[src/rtl/pcihb_pkg.sv]
package pcihb_pkg;
    typedef enum logic [2:0] {
        TGT_NONE = 3'd0,
        TGT_CFG  = 3'd1,
        TGT_IO   = 3'd2,
        TGT_MEM  = 3'd3,
        TGT_IACK = 3'd4,
        TGT_CIDX = 3'd5,
        TGT_CDAT = 3'd6
    } tgt_e;

    typedef enum logic [1:0] {
        BM_NONE = 2'd0,
        BM_PCI  = 2'd1,
        BM_SYS  = 2'd2
    } bm_e;

    typedef enum logic {
        ST_IDLE = 1'b0,
        ST_RESP = 1'b1
    } req_state_e;

    typedef struct packed {
        tgt_e        tgt;
        logic [31:0] addr;
        logic        err;
    } dec_t;

    localparam logic [31:0] MEM_BASE  = 32'hC000_0000;
    localparam logic [31:0] MEM_END   = 32'hFF00_0000;
    localparam logic [31:0] IACK_ADDR = 32'hBFFF_FFF0;
    localparam logic [31:0] BM_PCI_END = 32'h3F00_0000;
    localparam logic [9:0]  CFG_TAG   = 10'h202;
    localparam logic [8:0]  IO_TAG    = 9'h100;
    localparam int          SEL_LO    = 11;
    localparam int          SEL_BITS  = 11;
endpackage

[src/rtl/pcihb_cpu_decode.sv]
module pcihb_cpu_decode
    import pcihb_pkg::*;
(
    input  logic [31:0] addr,
    input  logic [2:0]  size,
    input  logic        sparse,
    output dec_t        dec
);
    localparam int IDX_W = $clog2(SEL_BITS + 1);

    logic [IDX_W-1:0] dev_idx;
    logic [15:0]      io_addr;
    logic             size_ok, cfg_hit, io_hit, mem_hit, iack_hit;

    always_comb begin
        dev_idx = IDX_W'(SEL_BITS);
        for (int i = SEL_BITS - 1; i >= 0; i--) begin
            if (addr[SEL_LO + i]) dev_idx = IDX_W'(i);
        end
    end

    always_comb begin
        io_addr  = sparse ? {addr[22:12], addr[4:0]} : addr[15:0];
        size_ok  = (size == 3'd1) || (size == 3'd2) || (size == 3'd4);
        cfg_hit  = (addr[31:22] == CFG_TAG);
        io_hit   = (addr[31:23] == IO_TAG);
        mem_hit  = (addr >= MEM_BASE) && (addr < MEM_END);
        iack_hit = (addr == IACK_ADDR);
    end

    always_comb begin
        dec = '{tgt: TGT_NONE, addr: '0, err: 1'b1};
        if (size_ok) begin
            if (cfg_hit) begin
                dec = '{tgt: TGT_CFG, err: 1'b0,
                        addr: {17'd0, dev_idx, addr[10:0]}};
            end else if (io_hit) begin
                if (io_addr[15:2] == 14'h33E)
                    dec = '{tgt: TGT_CIDX, addr: {30'd0, io_addr[1:0]}, err: 1'b0};
                else if (io_addr[15:2] == 14'h33F)
                    dec = '{tgt: TGT_CDAT, addr: {30'd0, io_addr[1:0]}, err: 1'b0};
                else
                    dec = '{tgt: TGT_IO, addr: {16'd0, io_addr}, err: 1'b0};
            end else if (mem_hit) begin
                dec = '{tgt: TGT_MEM, addr: addr - MEM_BASE, err: 1'b0};
            end else if (iack_hit && size == 3'd1) begin
                dec = '{tgt: TGT_IACK, addr: '0, err: 1'b0};
            end
        end
    end
endmodule

[src/rtl/pcihb_bm_map.sv]
module pcihb_bm_map
    import pcihb_pkg::*;
(
    input  logic        clk,
    input  logic        rst_n,
    input  logic        bm_valid,
    input  logic [31:0] bm_addr,
    output logic        bm_rsp_valid,
    output logic [1:0]  bm_sel,
    output logic [31:0] bm_out_addr
);
    bm_e         sel_d;
    logic [31:0] addr_d;

    always_comb begin
        sel_d  = BM_NONE;
        addr_d = '0;
        if (bm_addr[31]) begin
            sel_d  = BM_SYS;
            addr_d = {1'b0, bm_addr[30:0]};
        end else if (bm_addr < BM_PCI_END) begin
            sel_d  = BM_PCI;
            addr_d = bm_addr;
        end
    end

    always_ff @(posedge clk) begin
        if (!rst_n) begin
            bm_rsp_valid <= 1'b0;
            bm_sel       <= BM_NONE;
            bm_out_addr  <= '0;
        end else begin
            bm_rsp_valid <= bm_valid;
            if (bm_valid) begin
                bm_sel      <= sel_d;
                bm_out_addr <= addr_d;
            end
        end
    end


    bm_sys_chk: assert property (@(posedge clk) disable iff (!rst_n)
        bm_valid && bm_addr[31] |=> bm_rsp_valid && bm_sel == BM_SYS
                                    && bm_out_addr[31] == 1'b0);
endmodule

[src/rtl/pcihb_irq_route.sv]
module pcihb_irq_route #(
    parameter int NUM_SLOTS = 4
) (
    input  logic                   clk,
    input  logic                   rst_n,
    input  logic                   split,
    input  logic [NUM_SLOTS*4-1:0] pins,
    output logic [1:0]             irq_out
);
    localparam int NPINS = NUM_SLOTS * 4;

    logic [NPINS-1:0] odd_mask;
    logic             ev, od;

    for (genvar s = 0; s < NUM_SLOTS; s++) begin : g_slot
        for (genvar n = 0; n < 4; n++) begin : g_pin
            assign odd_mask[s*4+n] = ((s + n) % 2) == 1;
        end
    end

    always_comb begin
        od = |(pins & odd_mask);
        ev = |(pins & ~odd_mask);
    end

    always_ff @(posedge clk) begin
        if (!rst_n) irq_out <= 2'b00;
        else        irq_out <= split ? {od, ev} : {1'b0, ev | od};
    end


    merge_chk: assert property (@(posedge clk) disable iff (!rst_n)
        !split |=> irq_out[1] == 1'b0 && irq_out[0] == $past(|pins));
endmodule

[src/rtl/pci_host_decoder.sv]
module pci_host_decoder
    import pcihb_pkg::*;
#(
    parameter int DW        = 32,
    parameter int VEC_W     = 8,
    parameter int NUM_SLOTS = 4
) (
    input  logic                   clk,
    input  logic                   rst_n,
    input  logic                   req_valid,
    input  logic [31:0]            req_addr,
    input  logic [2:0]             req_size,
    input  logic                   req_write,
    input  logic [DW-1:0]          req_wdata,
    input  logic                   io_sparse,
    input  logic [VEC_W-1:0]       irq_vector,
    output logic                   rsp_valid,
    output logic [2:0]             rsp_target,
    output logic [31:0]            rsp_addr,
    output logic                   rsp_err,
    output logic                   rsp_write,
    output logic [DW-1:0]          rsp_wdata,
    output logic [DW-1:0]          rsp_rdata,
    input  logic                   bm_valid,
    input  logic [31:0]            bm_addr,
    output logic                   bm_rsp_valid,
    output logic [1:0]             bm_sel,
    output logic [31:0]            bm_out_addr,
    input  logic                   irq_split,
    input  logic [NUM_SLOTS*4-1:0] pci_int,
    output logic [1:0]             irq_out
);
    req_state_e state_q, state_d;
    dec_t       dec;
    dec_t       dec_q;
    logic       wr_q;
    logic [DW-1:0] wdata_q, rdata_q;

    pcihb_cpu_decode u_dec (
        .addr   (req_addr),
        .size   (req_size),
        .sparse (io_sparse),
        .dec    (dec)
    );

    always_comb begin
        state_d = state_q;
        unique case (state_q)
            ST_IDLE: if (req_valid)  state_d = ST_RESP;
            ST_RESP: if (!req_valid) state_d = ST_IDLE;
            default: state_d = ST_IDLE;
        endcase
    end

    always_ff @(posedge clk) begin
        if (!rst_n) state_q <= ST_IDLE;
        else        state_q <= state_d;
    end

    always_ff @(posedge clk) begin
        if (!rst_n) begin
            dec_q   <= '{tgt: TGT_NONE, addr: '0, err: 1'b0};
            wr_q    <= 1'b0;
            wdata_q <= '0;
            rdata_q <= '0;
        end else if (req_valid) begin
            dec_q   <= dec;
            wr_q    <= req_write;
            wdata_q <= req_wdata;
            rdata_q <= (dec.tgt == TGT_IACK && !req_write)
                       ? DW'(irq_vector) : '0;
        end
    end

    always_comb begin
        rsp_valid  = (state_q == ST_RESP);
        rsp_target = dec_q.tgt;
        rsp_addr   = dec_q.addr;
        rsp_err    = dec_q.err;
        rsp_write  = wr_q;
        rsp_wdata  = wdata_q;
        rsp_rdata  = rdata_q;
    end

    pcihb_bm_map u_bm (
        .clk          (clk),
        .rst_n        (rst_n),
        .bm_valid     (bm_valid),
        .bm_addr      (bm_addr),
        .bm_rsp_valid (bm_rsp_valid),
        .bm_sel       (bm_sel),
        .bm_out_addr  (bm_out_addr)
    );

    pcihb_irq_route #(.NUM_SLOTS(NUM_SLOTS)) u_irq (
        .clk     (clk),
        .rst_n   (rst_n),
        .split   (irq_split),
        .pins    (pci_int),
        .irq_out (irq_out)
    );


    rsp_follows_req_chk: assert property (@(posedge clk) disable iff (!rst_n)
        req_valid |=> rsp_valid && rsp_wdata == $past(req_wdata));


    no_spurious_rsp_chk: assert property (@(posedge clk) disable iff (!rst_n)
        !req_valid |=> !rsp_valid);


    bad_size_err_chk: assert property (@(posedge clk) disable iff (!rst_n)
        req_valid && !(req_size == 3'd1 || req_size == 3'd2 || req_size == 3'd4)
        |=> rsp_err && rsp_target == TGT_NONE);


    iack_write_quiet_chk: assert property (@(posedge clk) disable iff (!rst_n)
        rsp_valid && rsp_target == TGT_IACK && rsp_write |-> rsp_rdata == '0);
endmodule

[config.mk]
export PLATFORM = sky130hd
export DESIGN_NAME = pci_host_decoder
export DESIGN_NICKNAME = d
export VERILOG_FILES = /design/src/rtl/pcihb_pkg.sv /design/src/rtl/pcihb_cpu_decode.sv /design/src/rtl/pcihb_bm_map.sv /design/src/rtl/pcihb_irq_route.sv /design/src/rtl/pci_host_decoder.sv
export SDC_FILE = /design/constraint.sdc
export NUM_CORES = 1
export LEC_CHECK = 0
export BUFFER_PORTS_ARGS = -buffer_cell sky130_fd_sc_hd__buf_2
export CAP_MARGIN = 30
export CORE_MARGIN = 2
export CORE_UTILIZATION = 45
export CTS_BUF_LIST = sky130_fd_sc_hd__clkbuf_8
export DETAILED_ROUTE_END_ITERATION = 12
export GPL_ROUTABILITY_DRIVEN = 0
export PLACE_DENSITY = 0.83
export SLEW_MARGIN = 10
export SYNTH_ARGS = -nofsm -noshare
export SYNTH_HDL_FRONTEND = slang
export SYNTH_SLANG_ARGS = --single-unit
[constraint.sdc]
create_clock -name clk -period 2.2 [get_ports clk]
set_input_delay 0.11 -clock clk [delete_from_list [all_inputs] [get_ports clk]]
set_output_delay 0.11 -clock clk [all_outputs]
set_load 0.03 [all_outputs]
==> impl_metrics.py, run 1 <==
metrics = {
    "clock_network": {
        "cts_buffer_depth": 2,
        "cts-buffers-inserted": 17,
        "cts_tree": "done",
        "clkLatencyLatePin_ps": 410,
        "cts_sinks": 114,
        "cts-root-buf": "clkbuf_8",
        "clk_transition_reported_paths_ps": 70,
        "htreeDepth": 4,
    },
    "placement": {
        "placed_area_sq_um": 6205,
        "hpwl_mm": 10.85,
        "port_buffers": 243,
    },
    "cells_and_area": {
        "nets": 984,
        "syn2layout_area_growth_pct": 54.99,
        "drive_gt1_frac": 0.3484,
        "finalInstanceArea_sq_um": 7642,
    },
    "drt": {
        "final_antenna_net_count": 0,
        "drt_wl_total_mm": 17.91,
        "drc": 0,
        "wire_per_inst_um": 17.82,
        "drt_first_iter_violations": 413,
        "firstDrtPassIters": 5,
        "viasPerCell": 5.299,
        "vias": 5325,
    },
    "synth": {
        "ys_seq_area_frac": 0.4628,
        "synth_top_area_share": 0.4628,
        "synth_top_cell_by_area": "dfxtp_1",
        "ys_async_sr_fraction": 0,
        "ys_ff_latch": 114,
        "synth_cell_types": 60,
        "netlist_instances": 508,
        "synth_edf_count": 0,
        "synth_area_leaders": "dfxtp_1 46%, nor2b_1 12%, mux2i_1 7.5%",
        "ys_warn_count": 0,
        "synth_ff_type": "dfxtp_1",
        "synthesis.area_sq_um": 4931,
        "synth_common_cells": "114 x dfxtp_1, 98 x nor2b_1, 37 x a21oi_1, 37 x mux2i_1, 26 x buf_4",
        "avgSynthCellArea_sq_um": 9.707,
        "yosysMostFrequentCell": "dfxtp_1",
    },
    "floorplan": {
        "start_util": 0.4589,
        "fp.dieW_um": 108.7,
        "dieArea_sq_um": 11810,
        "num_rows": 38,
        "pin_count": 269,
        "coreArea_sq_um": 10750,
        "floorplan.die.height_um": 108.7,
    },
    "critical_path": {
        "crit_required_ps": 2510,
        "end_kind": "flop",
        "crit_type": "primary input to flop",
        "crit_family": "buffers and inverters",
        "regToRegStartpoint": "u_bm.bm_out_addr[12]",
        "cp_cell_sequence": "dlygate4sd3_1 > buf_2 > nor4_1 > dlygate4sd3_1 > nand2_1 > dlygate4sd3_1 > o21a_1",
        "cp.arrival_ps": 2450,
        "slowest_delay_ps": 590,
        "crit_start": "pci_int[8]",
        "crit_fanout": 1,
        "crit_slowest_cell": "dlygate4sd3_1",
        "critPathLaunchType": "primary input",
        "worst-path-buf-inv": 4,
        "crit_path_frequent_cell": "dlygate4sd3_1",
    },
    "timing": {
        "hold_viol": 0,
        "rsz0062_at_grt": "false",
        "fin_tns_setup_ps": 0,
        "post-route-min-period_ps": 2148,
        "finalSetupViolCount": 0,
        "worstMarginPinSlew_ps": 562.5,
        "slew_headroom": 0.6250,
        "slew_viol_final": 0,
        "timing.final.crit_share": 0.9764,
        "fin_skew_ps": 0,
        "max_freq_mhz": 465.5,
    },
    "grt": {
        "grt_max_degree": 71,
        "grt_usage": 0.2905,
        "grt_first_pass_wirelength_mm": 26.50,
        "grt_pass1_vias": 5339,
        "grt-ovfl-total": 0,
        "antenna_found_initial": 1,
    },
    "hold_path": {
        "worstHoldStart": "bm_addr[31]",
        "hold_path_class": "primary input to flop",
    },
    "pwr": {
        "vdd_drop_max_mv": 0.3956,
        "power_density_nw_per_um2": 681.7,
        "p_leak_nw": 3.646,
    },
    "run": {
        "maxCapViolCount": 0,
    },
    "outcome": {
        "outcome": "complete, no violations",
    },
}
-- sequential cells by signal, summed over array words and instances (netlist names) --
register and count:
rsp_rdata 8, u_irq.irq_out 2, u_bm.bm_rsp_valid 1, u_bm.bm_out_addr 31
u_bm.bm_sel 2, rsp_wdata 32, rsp_target 3, rsp_write 1
rsp_valid 1, rsp_addr 32, rsp_err 1
-- cells by family after synthesis --
kind of cell               synth area share
and+or+nand+nor                      0.2258
AOI/OAI and AO/OA                    0.1644
DFF                                  0.4628
buffers and inverters               0.06420
muxes                               0.07511
adders and majority gates          0.005074
other                             0.0007605
xor gates and xnor gates           0.001777
-- cell usage in the layout, fill, tap and decap left out, types with 3 or more instances in the layout --
| cell type | netlist | routed |
|---|---|---|
| nand4_1 | 3 | 3 |
| buf_2 | 3 | 243 |
| mux2i_1 | 37 | 37 |
| a21oi_1 | 37 | 37 |
| a221oi_1 | 3 | 3 |
| o211ai_1 | 5 | 5 |
| clkbuf_8 | 0 | 21 |
| clkinv_2 | 0 | 3 |
| or3_1 | 3 | 3 |
| inv_1 | 3 | 4 |
| bufinv_16 | 0 | 3 |
| nor3_1 | 3 | 3 |
| nand3_1 | 10 | 10 |
| dlygate4sd3_1 | 0 | 100 |
| a22o_1 | 25 | 25 |
| buf_4 | 26 | 11 |
| a221o_1 | 3 | 3 |
| nor2b_1 | 98 | 97 |
| conb_1 | 1 | 25 |
| dfxtp_1 | 114 | 114 |
| o21a_1 | 3 | 3 |
| nand2_1 | 20 | 20 |
| o21ai_0 | 15 | 15 |
| and2_1 | 5 | 5 |
| nor4_1 | 7 | 7 |
| nor2_1 | 13 | 13 |
| a21boi_0 | 3 | 3 |
-- routing by layer --
layer	GRT usage	up-vias	part of all wire
met1	0.3077	2494	0.37
met4	0.1529	0	0.034
li1	-	2436	-
met2	0.5192	337	0.51
met3	0.08548	58	0.086
met5	0	-	0
-- worst min-delay path, delay by kind of cell --
kind | cells | cell delay (ps)
simple gates | 1 | 80
buf+inv | 1 | 130
compound gates | 1 | 80
-- cell type report --
type | count | area, sq um
diodes | 1 | 2.502
clock buffers | 21 | 289.0
clock inverters | 10 | 132.6
fillers | 796 | 3103
inverters | 3 | 11.26
multi-input cells | 361 | 2430
flip-flops and latches | 114 | 2282
well taps | 140 | 175.2
repair buffers | 355 | 2320
-- stage by stage --
| stage | utilization | hold slack [ps] | cells | worst slack, ps | total power [mW] |
|---|---|---|---|---|---|
| after floorplan | - | 222.1 | 532 | 542.9 | 2.718 |
| after global placement | 0.5774 | 321.9 | 872 | 173.6 | 2.961 |
| after detailed placement | 0.5774 | 329.3 | 872 | 85.37 | 2.984 |
| after CTS | 0.7098 | 5.661 | 1003 | 22.47 | 5.189 |
| after global routing | 0.7112 | 30.76 | 1005 | 40.10 | 5.370 |
| final | 0.7112 | 35.36 | 1005 | 51.84 | 5.210 |
-- power breakdown --
group          switching [mW]  internal [mW]  leakage [nW]
sequential             0.0447           2.15         0.932
combinational           0.540          0.386          2.50
clock                   0.865           1.23         0.215
-- what timing repair did --
action | 4_1_cts | 5_1_grt
gates resized for setup | 0 | 1
setup endpoints to repair | 0 | 9
setup buffers | 0 | 1
endpoints found under the hold margin | 96 | 0
hold buffers | 100 | 0
-- worst paths after layout --
check	slack, ps	cells after the start	to
max	50	7	u_irq.irq_out[0]
min	40	3	u_bm.bm_out_addr[30]
max reg2reg	1320	3	u_bm.bm_out_addr[12]
min reg2reg	460	1	rsp_target[2]
No activity file was read; power rests on OpenSTA's default activity.
==> run 2: changes to the inputs <==
--- a/config.mk
+++ b/config.mk
@@ -5,14 +5,14 @@
 export SDC_FILE = /design/constraint.sdc
 export NUM_CORES = 1
 export LEC_CHECK = 0
-export BUFFER_PORTS_ARGS = -buffer_cell sky130_fd_sc_hd__buf_2
 export CAP_MARGIN = 30
 export CORE_MARGIN = 2
 export CORE_UTILIZATION = 45
 export CTS_BUF_LIST = sky130_fd_sc_hd__clkbuf_8
 export DETAILED_ROUTE_END_ITERATION = 12
+export DONT_BUFFER_PORTS = 1
 export GPL_ROUTABILITY_DRIVEN = 0
-export PLACE_DENSITY = 0.83
+export PLACE_DENSITY = 0.62
 export SLEW_MARGIN = 10
 export SYNTH_ARGS = -nofsm -noshare
 export SYNTH_HDL_FRONTEND = slang
==> run 2 against run 1 <==
The run now fails in clock tree synthesis. Synthesized cell count unchanged. Synthesized area is the same.
==> impl_metrics.py, run 2 <==
metrics = {
    "clock_network": {
        "htreeDepth": 4,
        "cts_hold_buf": 132,
        "cts_sinks": 114,
        "cts_buffer_depth": 2,
        "post_cts_buffers": 0,
        "cts-buffers-inserted": 17,
        "cts-resized-gates": 0,
        "cts-root-buf": "clkbuf_8",
    },
    "synth": {
        "synth_top_family_by_area": "simple AND/OR/NAND/NOR gates",
        "synth_common_cells": "114 x dfxtp_1, 98 x nor2b_1, 37 x a21oi_1, 37 x mux2i_1, 26 x buf_4",
        "synthesis.area_sq_um": 4931,
        "yosysMostFrequentCell": "dfxtp_1",
        "ys_seq_area_frac": 0.4628,
        "synth_top_cell_by_area": "dfxtp_1",
        "synth_edf_count": 0,
        "synthSimpleGateAreaFrac": 0.2258,
        "synth_top_area_share": 0.4628,
        "synth_ff_type": "dfxtp_1",
        "ys_ff_latch": 114,
        "ys_async_sr_fraction": 0,
        "yosys.area_share.xor_xnor": 0.001776,
        "netlist_instances": 508,
        "synthAdderAreaFrac": 0.005075,
        "synth_area_leaders": "dfxtp_1 46%, nor2b_1 12%, mux2i_1 7.5%",
        "ys_warn_count": 0,
        "synth_compound_area_frac": 0.1644,
        "synth_cell_types": 60,
        "avgSynthCellArea_sq_um": 9.707,
        "synthMuxAreaShare": 0.07511,
    },
    "placement": {
        "hpwl_mm": 8.820,
        "port_buffers": 0,
        "dp_cells": 622,
    },
    "floorplan": {
        "pin_count": 269,
        "start_util": 0.4589,
        "floorplan.die.height_um": 108.7,
        "num_rows": 38,
        "fp.dieW_um": 108.7,
    },
    "outcome": {
        "failing_step": "clock tree synthesis",
        "outcome": "stopped before the end",
        "first-error": "[ERROR RSZ-0060] Max buffer count reached.",
    },
}
run 2: cells by family after synthesis:
| kind of cell | after synthesis |
|---|---|
| simple gates | 182 |
| compound gates | 114 |
| flops | 114 |
| buf+inv | 57 |
| mux | 37 |
| fa+ha+maj | 2 |
| other cells | 1 |
| xor+xnor | 1 |
run 2: metrics by stage:
stage | utilization | setup slack (ps) | area [sq um]
after global placement | 0.4582 | 244.5 | 4923
after floorplan | - | 542.9 | 5021
after detailed placement | 0.4582 | 188.0 | 4923
==> run 3: changes to the inputs <==
--- a/config.mk
+++ b/config.mk
@@ -7,12 +7,11 @@
 export LEC_CHECK = 0
 export CAP_MARGIN = 30
 export CORE_MARGIN = 2
-export CORE_UTILIZATION = 45
-export CTS_BUF_LIST = sky130_fd_sc_hd__clkbuf_8
+export CORE_UTILIZATION = 30
 export DETAILED_ROUTE_END_ITERATION = 12
 export DONT_BUFFER_PORTS = 1
 export GPL_ROUTABILITY_DRIVEN = 0
-export PLACE_DENSITY = 0.62
+export PLACE_DENSITY_LB_ADDON = 0.15
 export SLEW_MARGIN = 10
 export SYNTH_ARGS = -nofsm -noshare
 export SYNTH_HDL_FRONTEND = slang
==> run 3 against run 2 <==
The flow again stops in clock tree synthesis. Synthesized area unchanged. Synthesized cell count unchanged.
==> impl_metrics.py, run 3 <==
metrics = {
    "synth": {
        "netlist_instances": 508,
        "yosysMostFrequentCell": "dfxtp_1",
        "avgSynthCellArea_sq_um": 9.707,
        "synth_top_area_share": 0.4628,
        "synth_top_cell_by_area": "dfxtp_1",
        "synth_edf_count": 0,
        "synth_area_leaders": "dfxtp_1 46%, nor2b_1 12%, mux2i_1 7.5%",
        "synthesis.area_sq_um": 4931,
        "ys_async_sr_fraction": 0,
        "synth_common_cells": "114 x dfxtp_1, 98 x nor2b_1, 37 x a21oi_1, 37 x mux2i_1, 26 x buf_4",
        "ys_warn_count": 0,
        "ys_ff_latch": 114,
        "ys_seq_area_frac": 0.4628,
        "synth_cell_types": 60,
        "synth_ff_type": "dfxtp_1",
    },
    "outcome": {
        "outcome": "stopped before the end",
        "failing_step": "clock tree synthesis",
        "first-error": "[ERROR RSZ-0060] Max buffer count reached.",
    },
    "clock_network": {
        "htreeDepth": 4,
        "cts_hold_buf": 147,
        "post_cts_buffers": 0,
        "cts_buffer_depth": 2,
        "cts_sinks": 114,
        "cts-root-buf": "clkbuf_16",
        "cts-resized-gates": 0,
        "cts-buffers-inserted": 17,
    },
    "floorplan": {
        "pin_count": 269,
        "fp.dieW_um": 132.2,
        "start_util": 0.3082,
        "num_rows": 46,
        "floorplan.die.height_um": 132.2,
    },
    "placement": {
        "hpwl_mm": 9.967,
        "port_buffers": 0,
        "dp_cells": 700,
    },
}
==> run 3: cell counts after synthesis <==
Identical to the previous run, type by type.
==> run 3: kinds of logic after synthesis <==
logic type | count (synthesis) | share of synthesized area
AO/OA/AOI/OAI | 114 | 0.1644
XOR/XNOR | 1 | 0.001777
adder cells (fa/ha/maj) | 2 | 0.005074
buffers and inverters | 57 | 0.06420
flip-flops | 114 | 0.4628
multiplexers | 37 | 0.07511
other | 1 | 0.0007605
AND/OR/NAND/NOR | 182 | 0.2258
==> run 3: per-stage QoR <==
step / util / area (sq um) / hold slack, ps / setup WS, ps
after floorplan: - / 5021 / 222.1 / 542.9
after detailed placement: 0.3157 / 5051 / 235.9 / 163.8
after global placement: 0.3157 / 5051 / 232.5 / 176.3
